### src/rtl/fcr_pkg.sv
package fcr_pkg;

  localparam int unsigned NUM_DECADES = 5;
  localparam int unsigned FIRST_LIMIT = 2000;
  localparam int unsigned QUO_W       = 11;

  typedef enum logic [1:0] {
    DP_NONE  = 2'd0,
    DP_ONE   = 2'd1,
    DP_TWO   = 2'd2,
    DP_THREE = 2'd3
  } dp_code_t;

  typedef struct packed {
    logic [15:0] bcd;
    dp_code_t    dp;
    logic        mhz;
    logic        ovr;
  } reading_t;

  function automatic longint unsigned pow10(input int unsigned k);
    longint unsigned p;
    p = 1;
    for (int unsigned i = 0; i < k; i++) p = p * 10;
    return p;
  endfunction

  function automatic logic [15:0] to_bcd4(input logic [QUO_W-1:0] v);
    logic [15:0] acc;
    acc = '0;
    for (int i = QUO_W - 1; i >= 0; i--) begin
      for (int d = 0; d < 4; d++) begin
        if (acc[d*4 +: 4] >= 4'd5) acc[d*4 +: 4] = acc[d*4 +: 4] + 4'd3;
      end
      acc = {acc[14:0], v[i]};
    end
    return acc;
  endfunction

  function automatic dp_code_t dp_for_decade(input logic [2:0] r);
    case (r)
      3'd0:    return DP_THREE;
      3'd1:    return DP_TWO;
      3'd2:    return DP_ONE;
      3'd4:    return DP_TWO;
      default: return DP_NONE;
    endcase
  endfunction

endpackage

### src/rtl/fcr_sync.sv
module fcr_sync #(
  parameter int unsigned STAGES = 2
) (
  input  logic clk,
  input  logic rst_n,
  input  logic async_in,
  output logic rise
);
  logic [STAGES:0] chain;

  always_ff @(posedge clk) begin
    if (!rst_n) chain <= '0;
    else        chain <= {chain[STAGES-1:0], async_in};
  end

  // chain[STAGES-1] is the synchronized level, chain[STAGES] its previous value
  assign rise = chain[STAGES-1] & ~chain[STAGES];
endmodule

### src/rtl/fcr_gate.sv
module fcr_gate #(
  parameter int unsigned GATE_CYCLES = 40000
) (
  input  logic clk,
  input  logic rst_n,
  output logic gate_end
);
  localparam int unsigned TW = (GATE_CYCLES > 1) ? $clog2(GATE_CYCLES) : 1;
  localparam logic [TW-1:0] LAST = TW'(GATE_CYCLES - 1);

  logic [TW-1:0] tick;

  assign gate_end = (tick == LAST);

  always_ff @(posedge clk) begin
    if (!rst_n)        tick <= '0;
    else if (gate_end) tick <= '0;
    else               tick <= tick + 1'b1;
  end
endmodule

### src/rtl/fcr_edge_acc.sv
module fcr_edge_acc #(
  parameter int unsigned EDGE_W = 16
) (
  input  logic              clk,
  input  logic              rst_n,
  input  logic              rise,
  input  logic              gate_end,
  output logic [EDGE_W-1:0] total,
  output logic              total_vld
);
  logic [EDGE_W-1:0] run;
  logic [EDGE_W-1:0] run_next;

  assign run_next = run + EDGE_W'(rise);

  always_ff @(posedge clk) begin
    if (!rst_n) begin
      run       <= '0;
      total     <= '0;
      total_vld <= 1'b0;
    end else begin
      total_vld <= gate_end;
      if (gate_end) begin
        total <= run_next;
        run   <= '0;
      end else begin
        run <= run_next;
      end
    end
  end
endmodule

### src/rtl/fcr_ranger.sv
module fcr_ranger
  import fcr_pkg::*;
#(
  parameter int unsigned COUNT_W = 32
) (
  input  logic               clk,
  input  logic               rst_n,
  input  logic [COUNT_W-1:0] hz,
  input  logic               hz_vld,
  output reading_t           rd,
  output logic               rd_stb
);
  logic [NUM_DECADES-1:0] at_or_above;
  logic [QUO_W-1:0]       quo [NUM_DECADES];
  logic [2:0]             decade;
  reading_t               rd_next;

  for (genvar k = 0; k < NUM_DECADES; k++) begin : g_decade
    localparam logic [COUNT_W-1:0] DIV_K = COUNT_W'(pow10(k));
    localparam logic [COUNT_W-1:0] LIM_K = COUNT_W'(FIRST_LIMIT * pow10(k));
    logic [COUNT_W-1:0] q_full;
    assign q_full         = hz / DIV_K;
    assign quo[k]         = q_full[QUO_W-1:0];
    assign at_or_above[k] = (hz >= LIM_K);
  end

  // thresholds are increasing, so the set bits form a run from bit 0
  assign decade = 3'($countones(at_or_above));

  always_comb begin
    rd_next = '0;
    if (decade >= 3'(NUM_DECADES)) begin
      rd_next.ovr = 1'b1;
      rd_next.mhz = 1'b1;
      rd_next.dp  = DP_NONE;
    end else begin
      rd_next.bcd = to_bcd4(quo[decade]);
      rd_next.dp  = dp_for_decade(decade);
      rd_next.mhz = (decade == 3'd4);
    end
  end

  always_ff @(posedge clk) begin
    if (!rst_n) begin
      rd     <= '0;
      rd_stb <= 1'b0;
    end else begin
      rd_stb <= hz_vld;
      if (hz_vld) rd <= rd_next;
    end
  end
endmodule

### src/rtl/freq_autorange.sv
module freq_autorange
  import fcr_pkg::*;
#(
  parameter int unsigned GATE_CYCLES = 40000,
  parameter int unsigned HZ_PER_EDGE = 1,
  parameter int unsigned SYNC_STAGES = 2,
  parameter int unsigned COUNT_W     = 32
) (
  input  logic        clk,
  input  logic        rst_n,
  input  logic        freq_in,
  output logic [15:0] disp_bcd,
  output logic [1:0]  dp_sel,
  output logic        unit_mhz,
  output logic        over_range,
  output logic        reading_stb
);
  localparam int unsigned EDGE_W = $clog2(GATE_CYCLES + 1);

  logic              rise;
  logic              gate_end;
  logic [EDGE_W-1:0] edge_total;
  logic              edge_total_vld;
  logic [COUNT_W-1:0] hz;
  reading_t          rd;

  fcr_sync #(.STAGES(SYNC_STAGES)) u_sync (
    .clk(clk), .rst_n(rst_n), .async_in(freq_in), .rise(rise)
  );

  fcr_gate #(.GATE_CYCLES(GATE_CYCLES)) u_gate (
    .clk(clk), .rst_n(rst_n), .gate_end(gate_end)
  );

  fcr_edge_acc #(.EDGE_W(EDGE_W)) u_acc (
    .clk(clk), .rst_n(rst_n), .rise(rise), .gate_end(gate_end),
    .total(edge_total), .total_vld(edge_total_vld)
  );

  assign hz = COUNT_W'(edge_total) * COUNT_W'(HZ_PER_EDGE);

  fcr_ranger #(.COUNT_W(COUNT_W)) u_rng (
    .clk(clk), .rst_n(rst_n), .hz(hz), .hz_vld(edge_total_vld),
    .rd(rd), .rd_stb(reading_stb)
  );

  assign disp_bcd   = rd.bcd;
  assign dp_sel     = rd.dp;
  assign unit_mhz   = rd.mhz;
  assign over_range = rd.ovr;
endmodule

### config.mk
export PLATFORM = sky130hd
export DESIGN_NAME = freq_autorange
export DESIGN_NICKNAME = d
export VERILOG_FILES = /design/src/rtl/fcr_pkg.sv /design/src/rtl/fcr_sync.sv /design/src/rtl/fcr_gate.sv /design/src/rtl/fcr_edge_acc.sv /design/src/rtl/fcr_ranger.sv /design/src/rtl/freq_autorange.sv
export SDC_FILE = /design/constraint.sdc
export NUM_CORES = 1
export LEC_CHECK = 0
export BUFFER_PORTS_ARGS = -buffer_cell sky130_fd_sc_hd__buf_2
export CORE_UTILIZATION = 50
export CTS_CLUSTER_SIZE = 8
export DETAILED_ROUTE_END_ITERATION = 16
export PLACE_DENSITY_LB_ADDON = 0.1
export SYNTH_ARGS = -nofsm -noshare
export SYNTH_HDL_FRONTEND = slang
export SYNTH_SLANG_ARGS = --single-unit
### constraint.sdc
create_clock -name clk -period 9.1 [get_ports clk]
set_input_delay 0.455 -clock clk [delete_from_list [all_inputs] [get_ports clk]]
set_output_delay 0.455 -clock clk [all_outputs]
set_load 0.05 [all_outputs]
==> out/metrics.yaml <==
routing:
  avgRoutedWirePerCell_um: 17.8
  wl_met2_um: 17000
  drt_wl_total_um: 35800
  met1_length_um: 16100
  ant_nets: 0
  first_iter_violations: 888
  vias: 12600
  drt_pass1_iterations: 5
  wl_met3_um: 2070
  drc: 0
  highest-signal-layer: "met4"
  via_per_inst: 6.28
power_and_ir_drop:
  p_leak_nw: 5.52
  power.total_w: 0.000676
  power_density_nw_per_um2: 49.8
  ir_worst_vdd_mv: 0.236
placed_design:
  gp_congestion: 0.909
  dp_cells: 1950
  hpwl_um: 26700
  port_buffers: 19
  place_area_um2: 12500
global_routing:
  grt.total_usage: 0.304
  antenna_found_initial: 0
  grt_first_pass_wirelength_um: 56500
  grt_pass1_vias: 11300
  grt_overflow: 0
  grt_start_max_net_pins: 39
floorplanning:
  core_um2: 21800
  start_util: 0.511
  ios: 24
  rows: 54
  die_w_um: 151
  die_area_um2: 22900
  dieHeight_um: 151
cts:
  h-tree-depth: 3
  clockBufferDepth: 2
  cts_tree: "yes"
  path_clk_slew_ps: 60
  cts_buffers: 9
  cts.sinks: 69
  root_buffer: "clkbuf_16"
  ctsHoldBuffers: 0
  clk_latency_ps: 340
synth:
  synth_ff_type: "dfxtp_1"
  ys_top_cells_by_area: "dfxtp_1 12%, nor2_1 6.4%, xnor2_1 5.0%"
  syn_area_um2: 11100
  async_flop_share: 0
  synth_top_cell_area_share: 0.124
  syn_area_per_cell_um2: 6.95
  yosys.cell_count.top_type: "nor2_1"
  ys_seq_area_frac: 0.124
  ys_types: 110
  synth-edff-count: 0
  yosysTopAreaCell: "dfxtp_1"
  netlist_instances: 1604
  synth_commonest_cells: "189 x nor2_1, 145 x nand2_1, 98 x o21ai_0"
  synth_warnings: 0
  ys_ff_latch: 69
timing:
  slew_headroom: 0.238
  max_slew.worst_pin.slew_ps: 1140
  slew_viol_final: 0
  fin_crit_sh: 0.988
  finalHoldViolCount: 0
  setup_viol: 0
  fin_setup_tns_ps: 0
  fin_skew_ps: 11.1
  min_period_ps: 8990
  rsz0062_at_grt: "true"
  fmaxAchievable_mhz: 111
layout:
  fin_area_um2: 13600
  nNetsFinal: 1763
  syn_to_final_growth_pct: 21.9
  drive_gt1_frac: 0.234
  final_util: 0.623
  fillers: 2025
  diodes: 0
  stdcell_count: 2008
critical_path:
  worstPathMaxFanout: 7
  max_stage_delay_ps: 490
  end_kind: "flip-flop"
  worstPathArrival_ps: 9180
  startpoint_type: "flip-flop"
  cp_slowest_cell: "or4_4"
  required_ps: 9290
  crit_type: "flip-flop to flip-flop"
outcome:
  status: "finished clean"
run:
  max_cap_viol_count: 0
hold_path:
  hold_class: "primary input to flip-flop"
sequential cells by signal, indices dropped and copies added, names as in the netlist:
register and count:
u_rng.rd 16, u_sync.chain 3, u_gate.tick 16, u_acc.total 16
u_acc.total_vld 1, u_rng.rd_stb 1, u_acc.run 16
kinds of logic after synthesis:
group,count (synthesis),share of synthesized area
AO/OA/AOI/OAI,514,0.327
XOR/XNOR,91,0.0749
adder cells (fa/ha/maj),44,0.0478
buffers and inverters,159,0.0582
flip-flops,69,0.124
multiplexers,72,0.0715
other,1,0.000336
AND/OR/NAND/NOR,654,0.296
layout make-up:
type | count | area, µm² | area share
multi-input cells | 1379 | 9830 | 0.724
repair buffers | 196 | 1450 | 0.107
clock buffers | 10 | 239 | 0.0176
well taps | 280 | 350 | 0.0258
flip-flops and latches | 69 | 1390 | 0.102
clock inverters | 6 | 70.1 | 0.00516
inverters | 68 | 258 | 0.0190
timing repair:
action                                  4_1_cts  5_1_grt
resized for setup                            16       93
pin swaps                                    17       52
buffers inserted                             11       31
endpoints found under the setup margin       11       13
layer usage:
| metal | global-route usage | up-vias |
|---|---|---|
| li1 | - | 6237 |
| met1 | 0.407 | 5925 |
| met2 | 0.514 | 391 |
| met3 | 0.0286 | 51 |
| met4 | 0.0865 | 0 |
| met5 | 0 | - |
layout by cell type, fill, tap and decap left out, drive strengths merged, types with 21 or more instances in the layout:
cell and instances:
nor2 189, nand2b 21, xor2 26, nand4 27, o21a 23, mux2i 51
and3 22, xnor2 65, ha 37, inv 69, a211oi 30, and2 32
buf 196, nand2 145, dfxtp 69, nor3 66, nand3 47, o21ai 111
a21oi 85, a31oi 27, o211ai 34
path summary, 6_finish.rpt:
check,slack (ps),cells after the start,from,to
hold / removal,330,2,freq_in,u_sync.chain[0]
setup / recovery,110,48,u_acc.total[13],u_rng.rd[6]
setup reg to reg,110,48,u_acc.total[13],u_rng.rd[6]
hold reg to reg,430,1,u_sync.chain[0],u_sync.chain[1]
per-stage QoR:
stage               setup slack, ps  hold slack [ps]
finish                          113              332
global route                   -343              337
CTS                            4.79              328
detailed placement             -208              426
global placement               29.2              418
floorplan                     -11.3              412
where the power goes:
| part | leakage (nW) | internal [W] | switching (W) | total [W] |
|---|---|---|---|---|
| registers | 0.558 | 0.000304 | 0.00000132 | 0.000305 |
| logic | 4.81 | 0.00000235 | 0.00000998 | 0.0000123 |
| clock network | 0.147 | 0.000222 | 0.000137 | 0.000358 |
| total | 5.52 | 0.000528 | 0.000148 | 0.000676 |
critical path, delay by kind of cell, from the launching register on:
family          cells  cell delay, ps
compound gates     10            1570
xor+xnor            6            1120
fa+ha+maj           8            1730
flops               1             330
buf+inv             5             340
simple gates       19            3730
No activity file was read; power rests on OpenSTA's default activity.
